### src/rtl/therm_pkg.sv
package therm_pkg;
  // Count width able to hold the value n (not just n-1).
  function automatic int count_bits(input int n);
    return $clog2(n + 1);
  endfunction
endpackage

### src/rtl/ones_tree.sv
// Balanced ones counter: split at the midpoint, add the halves.
module ones_tree #(
  parameter int N  = 4,
  parameter int CW = 3
) (
  input  logic [N-1:0]  bits,
  output logic [CW-1:0] sum
);
  localparam int MID = N / 2;

  generate
    if (N == 1) begin : g_leaf
      assign sum = {{(CW-1){1'b0}}, bits[0]};
    end else begin : g_node
      logic [CW-1:0] lo_sum;
      logic [CW-1:0] hi_sum;
      ones_tree #(.N(MID), .CW(CW)) u_lo (
        .bits (bits[MID-1:0]),
        .sum  (lo_sum)
      );
      ones_tree #(.N(N-MID), .CW(CW)) u_hi (
        .bits (bits[N-1:MID]),
        .sum  (hi_sum)
      );
      assign sum = lo_sum + hi_sum;
    end
  endgenerate
endmodule

### src/rtl/therm_cmp.sv
// Converts a count into a thermometer code, one comparator per bit.
module therm_cmp #(
  parameter int N  = 4,
  parameter int CW = 3
) (
  input  logic [CW-1:0] count,
  output logic [N-1:0]  therm
);
  generate
    for (genvar i = 0; i < N; i++) begin : g_bit
      localparam logic [CW-1:0] IDX = CW'(i);
      assign therm[i] = (count > IDX);
    end
  endgenerate
endmodule

### src/rtl/out_stage.sv
// Optional output register with synchronous reset.
module out_stage #(
  parameter int N          = 4,
  parameter bit REGISTERED = 1'b1
) (
  input  logic         clk,
  input  logic         rst,
  input  logic [N-1:0] d,
  output logic [N-1:0] q
);
  generate
    if (REGISTERED) begin : g_reg
      always_ff @(posedge clk) begin
        if (rst) q <= '0;
        else     q <= d;
      end
    end else begin : g_wire
      assign q = d;
    end
  endgenerate
endmodule

### src/rtl/therm_packer.sv
module therm_packer #(
  parameter int WIDTH      = 64,
  parameter int MAX_WIDTH  = 64,
  parameter bit REGISTERED = 1'b1
) (
  input  logic             clk,
  input  logic             rst,
  input  logic [WIDTH-1:0] vec_in,
  output logic [WIDTH-1:0] vec_out
);
  import therm_pkg::*;

  localparam int CW = count_bits(WIDTH);

  generate
    if (WIDTH < 4 || WIDTH > MAX_WIDTH) begin : g_bad_width
      $error("therm_packer: WIDTH out of range");
    end
  endgenerate

  logic [CW-1:0]    ones;
  logic [WIDTH-1:0] therm;

  ones_tree #(.N(WIDTH), .CW(CW)) u_tree (
    .bits (vec_in),
    .sum  (ones)
  );

  therm_cmp #(.N(WIDTH), .CW(CW)) u_cmp (
    .count (ones),
    .therm (therm)
  );

  out_stage #(.N(WIDTH), .REGISTERED(REGISTERED)) u_out (
    .clk (clk),
    .rst (rst),
    .d   (therm),
    .q   (vec_out)
  );

  AST_COUNT_MATCH: assert property (@(posedge clk) disable iff (rst)
    32'(ones) == $countones(vec_in)) else $error("count mismatch");
  AST_THERM_SHAPE: assert property (@(posedge clk) disable iff (rst)
    (vec_out & (vec_out + 1'b1)) == '0) else $error("not thermometer");
  AST_THERM_ONES: assert property (@(posedge clk) disable iff (rst)
    $countones(therm) == $countones(vec_in)) else $error("ones lost");
  AST_ZERO_IN: assert property (@(posedge clk) disable iff (rst)
    (vec_in == '0) |-> (therm == '0)) else $error("zero not kept");

  generate
    if (REGISTERED) begin : g_reg_chk
      AST_REG_LATENCY: assert property (@(posedge clk) disable iff (rst)
        1'b1 |=> (vec_out == $past(therm))) else $error("latency");
      AST_RESET_CLEAR: assert property (@(posedge clk) disable iff (rst)
        $past(rst) |-> (vec_out == '0)) else $error("reset");
    end else begin : g_comb_chk
      AST_COMB_PASS: assert property (@(posedge clk) disable iff (rst)
        vec_out == therm) else $error("comb path");
    end
  endgenerate
endmodule

### config.mk
export PLATFORM = sky130hd
export DESIGN_NAME = therm_packer
export DESIGN_NICKNAME = d
export VERILOG_FILES = /design/src/rtl/therm_pkg.sv /design/src/rtl/ones_tree.sv /design/src/rtl/therm_cmp.sv /design/src/rtl/out_stage.sv /design/src/rtl/therm_packer.sv
export SDC_FILE = /design/constraint.sdc
export NUM_CORES = 1
export LEC_CHECK = 0
export ABC_CLOCK_PERIOD_IN_PS = 8710
export BUFFER_PORTS_ARGS = -buffer_cell sky130_fd_sc_hd__buf_2
export CORE_MARGIN = 1.5
export CORE_UTILIZATION = 52
export DETAILED_ROUTE_END_ITERATION = 8
export PLACE_DENSITY = 0.81
export SLEW_MARGIN = 30
export SYNTH_ARGS = -nofsm -noshare
export SYNTH_HDL_FRONTEND = slang
export SYNTH_SLANG_ARGS = --single-unit
### constraint.sdc
create_clock -name clk -period 8.71 [get_ports clk]
set_input_delay 1.742 -clock clk [delete_from_list [all_inputs] [get_ports clk]]
set_output_delay 1.742 -clock clk [all_outputs]
set_load 0.005 [all_outputs]
==> metrics.md, run 1 <==
| Metric | Value |
|---|---|
| Result of the run | `complete, no violations` |
| Max FFs per register | `64` |
| Routability Congestion | `0.844` |
| Worst hold slack | `2.02 ns` |
| Global-route met2 utilization | `40.4%` |
| Number of levels the H-tree was split into | `3` |
| GRT Overall Usage | `22.7%` |
| Layout Cell Area excl Fill | `4920 µm²` |
| Routed length per placed instance | `13.4 µm` |
| Min-delay src | `vec_in[12]` |
| Path type of the worst setup path | `primary input to flip-flop` |
| Worst slew slack as a fraction of its limit | `40.1%` |
| Sequential share of the synthesized area | `31.7%` |
| Number of nets still failing antenna checks after routing | `0` |
| Area after DPL | `4740 µm²` |
| Proportion of layout cells with a drive suffix above 1 | `31.2%` |
| Top register by number of flip-flops | `u_out.q` |
| Count of cell types in the netlist | `34` |
| Fraction of registers with async set/reset | `0%` |
| Busiest layer in global routing | `met2` |
| Half-perimeter wire length after placement | `7050 µm` |
| Diodes inserted | `0` |
| Mean number of vias per cell | `4.91` |
| Ratio of final minimum period to clock period | `87.9%` |
| Overflow left after global routing | `0` |
| Startpoint kind of the worst setup timing path | `primary input` |
| Starting density of the core | `54.6%` |
| # setup viols final | `0` |
| Antenna violations before repair | `0` |
| Arrival @ worst endpoint | `7.83 ns` |
| Total Die Area | `8320 µm²` |
| Max-cap violations | `0` |
| Final hold viol count | `0` |
| Port bufs | `129` |
| Shortest period the worst path allows | `7.66 ns` |
| Global routing met3 resource utilization | `3.77%` |
| Placed cells | `620` |
| Average size of a mapped cell | `9.94 µm²` |
| Quantity of hold-fixing buffers added after cts | `0` |
| Post-layout net count | `684` |
| Post CTS Setup Buffer Count | `0` |
| CP Capture Type | `flip-flop` |
| Starting DRT DRC Count | `201` |
| Sink count of the clock tree | `64` |
| Number of warning messages in the yosys log | `0` |
| Total DRC errors in the routed layout | `0` |
| TritonCTS clock tree | `yes` |
| Max frequency | `0.131 GHz` |
| Longest Clk Path Bufs | `2` |
| Die extent in y | `91.2 µm` |
| Number of enable-type register cells in the synthesized netlist | `0` |
| Root buffer selected by CTS | `clkbuf_8` |
| Area Growth Syn to Fin | `21.5%` |
| Post-synthesis register bit count | `64` |
| Overall die width | `91.2 µm` |
| Area of the mapped netlist | `4050 µm²` |
| Worst Max-Slew Pin Slew | `0.899 ns` |
| Overall via count from detail_route | `3,119` |
| Worst min-delay path class | `primary input to flip-flop` |
| Main synth FF type | `dfxtp_1` |
| Final std cells w/o fill | `635` |
| Final wirelength | `8510 µm` |
| Worst Path Required | `8.88 ns` |
| Syn Nets | `559` |
| Largest net degree at the start of global routing | `52` |
| Setup TNS | `0 ns` |
| Max Fanout on Critical Path | `16` |
| Min-Delay Endpoint | `u_out.q[36]$_SDFF_PP0_` |
| Instance count along the most critical hold path | `4` |
| Row Count | `31` |
| Max Slew Vio Count | `0` |
| RSZ-0062 raised after global routing | `false` |
| Synthesized instance count | `407` |
| Top Ports | `130` |
| Reg clk slew, reported paths | `0.07 ns` |
| Registers with the highest flip-flop counts | `u_out.q x64` |
| Core region area | `7410 µm²` |
| Detailed Routing Iterations Pass 1 | `4` |
| Total clock buffers created by CTS | `9` |
| Via count of the first global-routing pass | `3,269` |
| Global routing usage on met1 | `27.2%` |
| First-pass GRT wire length | `14,700 µm` |
| Resized cells post-CTS | `0` |
-- worst max-delay path by stage --
stage,start,endpoint,slack (ns)
4_1_cts,vec_in[0],u_out.q[5]$_SDFF_PP0_,1.07
3_5_place_dp,vec_in[0],u_out.q[5]$_SDFF_PP0_,0.73
6_report,vec_in[0],u_out.q[5]$_SDFF_PP0_,1.05
2_1_floorplan,vec_in[40],u_out.q[12]$_SDFF_PP0_,1.26
5_1_grt,vec_in[50],u_out.q[5]$_SDFF_PP0_,0.79
3_3_place_gp,vec_in[40],u_out.q[2]$_SDFF_PP0_,0.85
-- stage by stage --
stage                     utilization [%]  setup slack (ns)
after floorplan                         -              1.26
after global placement               64.0             0.850
after detailed placement             64.0             0.728
after CTS                            66.4              1.07
after global routing                 66.4             0.788
final                                66.4              1.05
-- critical path: stages --
cell,delay (ns)
buf_2,0.10
ha_1,0.27
inv_1,0.06
fa_1,0.51
fa_1,0.59
fa_1,0.46
fa_1,0.50
inv_1,0.05
fa_1,0.47
inv_1,0.05
fa_1,0.44
fa_1,0.49
inv_1,0.04
ha_1,0.20
fa_1,0.47
a21oi_1,0.19
o21ai_1,0.10
a21oi_2,0.13
buf_4,0.22
nor2b_4,0.25
nor2b_1,0.15
buf_4,0.25
a31oi_1,0.11
-- cells in the mapped netlist (all sizes together) (3+ instances only) --
| master | count | area (µm²) |
|---|---|---|
| nand3 | 9 | 45.0 |
| fa | 53 | 1060 |
| nand2 | 24 | 90.1 |
| xor2 | 4 | 50.1 |
| ha | 33 | 413 |
| nor2 | 8 | 30.0 |
| clkbuf | 10 | 37.5 |
| o31ai | 3 | 22.5 |
| o211ai | 4 | 30.0 |
| nand2b | 3 | 18.8 |
| buf | 12 | 86.3 |
| a21o | 3 | 22.5 |
| inv | 92 | 345 |
| o21ai | 10 | 50.0 |
| dfxtp | 64 | 1280 |
| a31oi | 6 | 37.5 |
| a21oi | 56 | 310 |
-- cell usage in the layout, fill, tap and decap left out, drive strengths merged, types with 6 or more instances in the layout --
master,instances
a21oi,56
a31oi,6
buf,136
clkbuf,12
dfxtp,64
fa,53
ha,33
inv,92
nand2,24
nand3,9
nor2,8
o21ai,10
-- logic make-up after synthesis --
group / Yosys count / share of synthesized area, %
simple gates: 53 / 6.46
xor+xnor: 6 / 1.67
fa+ha+maj: 86 / 36.4
compound gates: 83 / 11.9
flops: 64 / 31.7
buf+inv: 114 / 11.6
mux: 1 / 0.278
-- routing by layer --
layer,wire (µm),up-vias
li1,-,1511
met2,4390,121
met5,0,-
met1,3360,1466
met3,560,21
met4,209,0
-- final cells by class --
| class | instances | area (µm²) |
|---|---|---|
| clock buffers | 12 | 155 |
| clock inverters | 3 | 17.5 |
| fillers | 577 | 2490 |
| inverters | 92 | 345 |
| multi-input cells | 229 | 2300 |
| flip-flops and latches | 64 | 1280 |
| well taps | 99 | 124 |
| repair buffers | 136 | 698 |
Power of run 1 is left out: the tool's default activity adds up to more than one toggle a clock period on the data nets, which glitch-free logic cannot reach.
==> run 2, diff against run 1 <==
--- a/config.mk
+++ b/config.mk
@@ -8,9 +8,11 @@
 export ABC_CLOCK_PERIOD_IN_PS = 8710
 export BUFFER_PORTS_ARGS = -buffer_cell sky130_fd_sc_hd__buf_2
 export CORE_MARGIN = 1.5
-export CORE_UTILIZATION = 52
+export CORE_UTILIZATION = 53
+export CTS_BUF_LIST = sky130_fd_sc_hd__clkbuf_8
+export CTS_CLUSTER_SIZE = 30
 export DETAILED_ROUTE_END_ITERATION = 8
-export PLACE_DENSITY = 0.81
+export PLACE_DENSITY = 0.83
 export SLEW_MARGIN = 30
 export SYNTH_ARGS = -nofsm -noshare
 export SYNTH_HDL_FRONTEND = slang
==> metrics.md, run 2 (synthesis gave the netlist of run 1 again) <==
| Metric | Value |
|---|---|
| Proportion of layout cells with a drive suffix above 1 | `31.4% (+0.25 points)` |
| Port bufs | `129 (unchanged)` |
| Max-cap violations | `0 (unchanged)` |
| Post-layout net count | `682 (-0.29%)` |
| Overflow left after global routing | `0 (unchanged)` |
| Number of nets still failing antenna checks after routing | `0 (unchanged)` |
| Number of levels the H-tree was split into | `3 (unchanged)` |
| Resized cells post-CTS | `0 (unchanged)` |
| Path type of the worst setup path | `primary input to flip-flop` |
| Max frequency | `0.126 GHz (-3.3%)` |
| Starting DRT DRC Count | `201 (unchanged)` |
| RSZ-0062 raised after global routing | `false` |
| # setup viols final | `0 (unchanged)` |
| Top Ports | `130 (unchanged)` |
| Routed length per placed instance | `14.0 µm (+4.3%)` |
| Startpoint kind of the worst setup timing path | `primary input` |
| Final wirelength | `8870 µm (+4.1%)` |
| Total Die Area | `8170 µm² (-1.8%)` |
| Arrival @ worst endpoint | `8.14 ns (+0.31 ns)` |
| Total DRC errors in the routed layout | `0 (unchanged)` |
| GRT Overall Usage | `23.3% (+0.61 points)` |
| Worst Path Required | `8.94 ns (+0.06 ns)` |
| First-pass GRT wire length | `15,000 µm (+2.1%)` |
| Routability Congestion | `0.882 (+4.5%)` |
| Root buffer selected by CTS | `clkbuf_8` |
| Final hold viol count | `0 (unchanged)` |
| Sink count of the clock tree | `64 (unchanged)` |
| Most common cell after layout, fill and taps aside | `buf_2` |
| Worst min-delay path class | `primary input to flip-flop` |
| Registers with the highest flip-flop counts | `u_out.q x64` |
| Half-perimeter wire length after placement | `7080 µm (+0.44%)` |
| Max FFs per register | `64 (unchanged)` |
| Max Slew Vio Count | `0 (unchanged)` |
| Via count of the first global-routing pass | `3,266 (-0.092%)` |
| Post CTS Setup Buffer Count | `0 (unchanged)` |
| Antenna violations before repair | `0 (unchanged)` |
| Core region area | `7330 µm² (-1.0%)` |
| Quantity of hold-fixing buffers added after cts | `0 (unchanged)` |
| Starting density of the core | `55.2% (+0.58 points)` |
| Die extent in y | `90.4 µm (-0.92%)` |
| Overall via count from detail_route | `3,155 (+1.2%)` |
| TritonCTS clock tree | `yes` |
| Longest Clk Path Bufs | `2 (unchanged)` |
| Area Growth Syn to Fin | `21.6%` |
| Reg clk slew, reported paths | `0.08 ns (about the same)` |
| Largest net degree at the start of global routing | `52 (unchanged)` |
| Total clock buffers created by CTS | `9 (unchanged)` |
| Commonest non-fill, non-tap cells in the layout | `buf_2 (129), inv_1 (90), dfxtp_1 (64), fa_1 (53), a21oi_1 (48)` |
| Worst Max-Slew Pin Slew | `0.889 ns (-0.00947 ns)` |
| Setup TNS | `0 ns (unchanged)` |
| Top register by number of flip-flops | `u_out.q` |
| Detailed Routing Iterations Pass 1 | `5 (+1)` |
| Mean number of vias per cell | `4.98 (+1.3%)` |
| Result of the run | `complete, no violations` |
| CP Capture Type | `flip-flop` |
| Ratio of final minimum period to clock period | `90.9% (+3.0 points)` |
| Max Fanout on Critical Path | `21 (+5)` |
| Overall die width | `90.4 µm (-0.92%)` |
| Worst slew slack as a fraction of its limit | `40.7% (+0.63 points)` |
| Shortest period the worst path allows | `7.92 ns (+0.261 ns)` |
| Diodes inserted | `0 (unchanged)` |
| Row Count | `31 (unchanged)` |
-- run 2: changes by cell type in the layout (fill, tap and decap cells not counted), sizes merged --
cell	before	now
buf	136	134
clkbuf	12	11
inv	92	94
-- run 2: final cells by class --
cell class	instances	area, µm²
Clock buffer	11	151
Clock inverter	5	38.8
Fill cell	588	2410
Inverter	92	345
Multi-Input combinational cell	229	2300
Sequential cell	64	1280
Tap cell	99	124
Timing Repair Buffer	134	683
-- run 2: path summary, 6_finish.rpt --
kind / start / to / slack (ns) / cells past startpoint
setup / recovery: vec_in[50] / u_out.q[58]$_SDFF_PP0_ / 0.79 / 21
hold / removal: rst / u_out.q[15]$_SDFF_PP0_ / 2.01 / 2
-- run 2: worst max-delay path, stage by stage --
cell and delay (ns):
buf_2 0.10, ha_1 0.26, inv_1 0.05, fa_1 0.56
fa_1 0.45, fa_1 0.53, fa_1 0.50, inv_1 0.05
fa_1 0.47, inv_1 0.05, fa_1 0.44, fa_1 0.49
inv_1 0.04, ha_1 0.20, fa_1 0.46, a31o_1 0.28
xor2_2 0.20, buf_4 0.27, and2_1 0.40, nand2_1 0.25
o31ai_1 0.34
-- run 2: layer usage --
layer	global-route usage, %	vias up	share of wire, %
li1	-	1510	-
met2	41.5	131	51
met5	0	-	0
met4	8.07	0	2.1
met1	28.2	1495	41
met3	4.29	19	5.2
-- run 2: stage by stage --
stage | utilization [%] | hold slack, ns | setup WS [ns] | area (µm²) | std cells
finish | 67.1 | 2.01 | 0.794 | 4920 | 634
global route | 67.1 | 2.06 | 0.461 | 4920 | 634
CTS | 67.1 | 2.00 | 0.798 | 4920 | 634
detailed placement | 64.6 | 2.12 | 0.477 | 4730 | 618
global placement | 64.5 | 2.12 | 0.430 | 4730 | 618
floorplan | - | 1.94 | 1.26 | 4050 | 407
Power of run 2 is left out for the same reason.
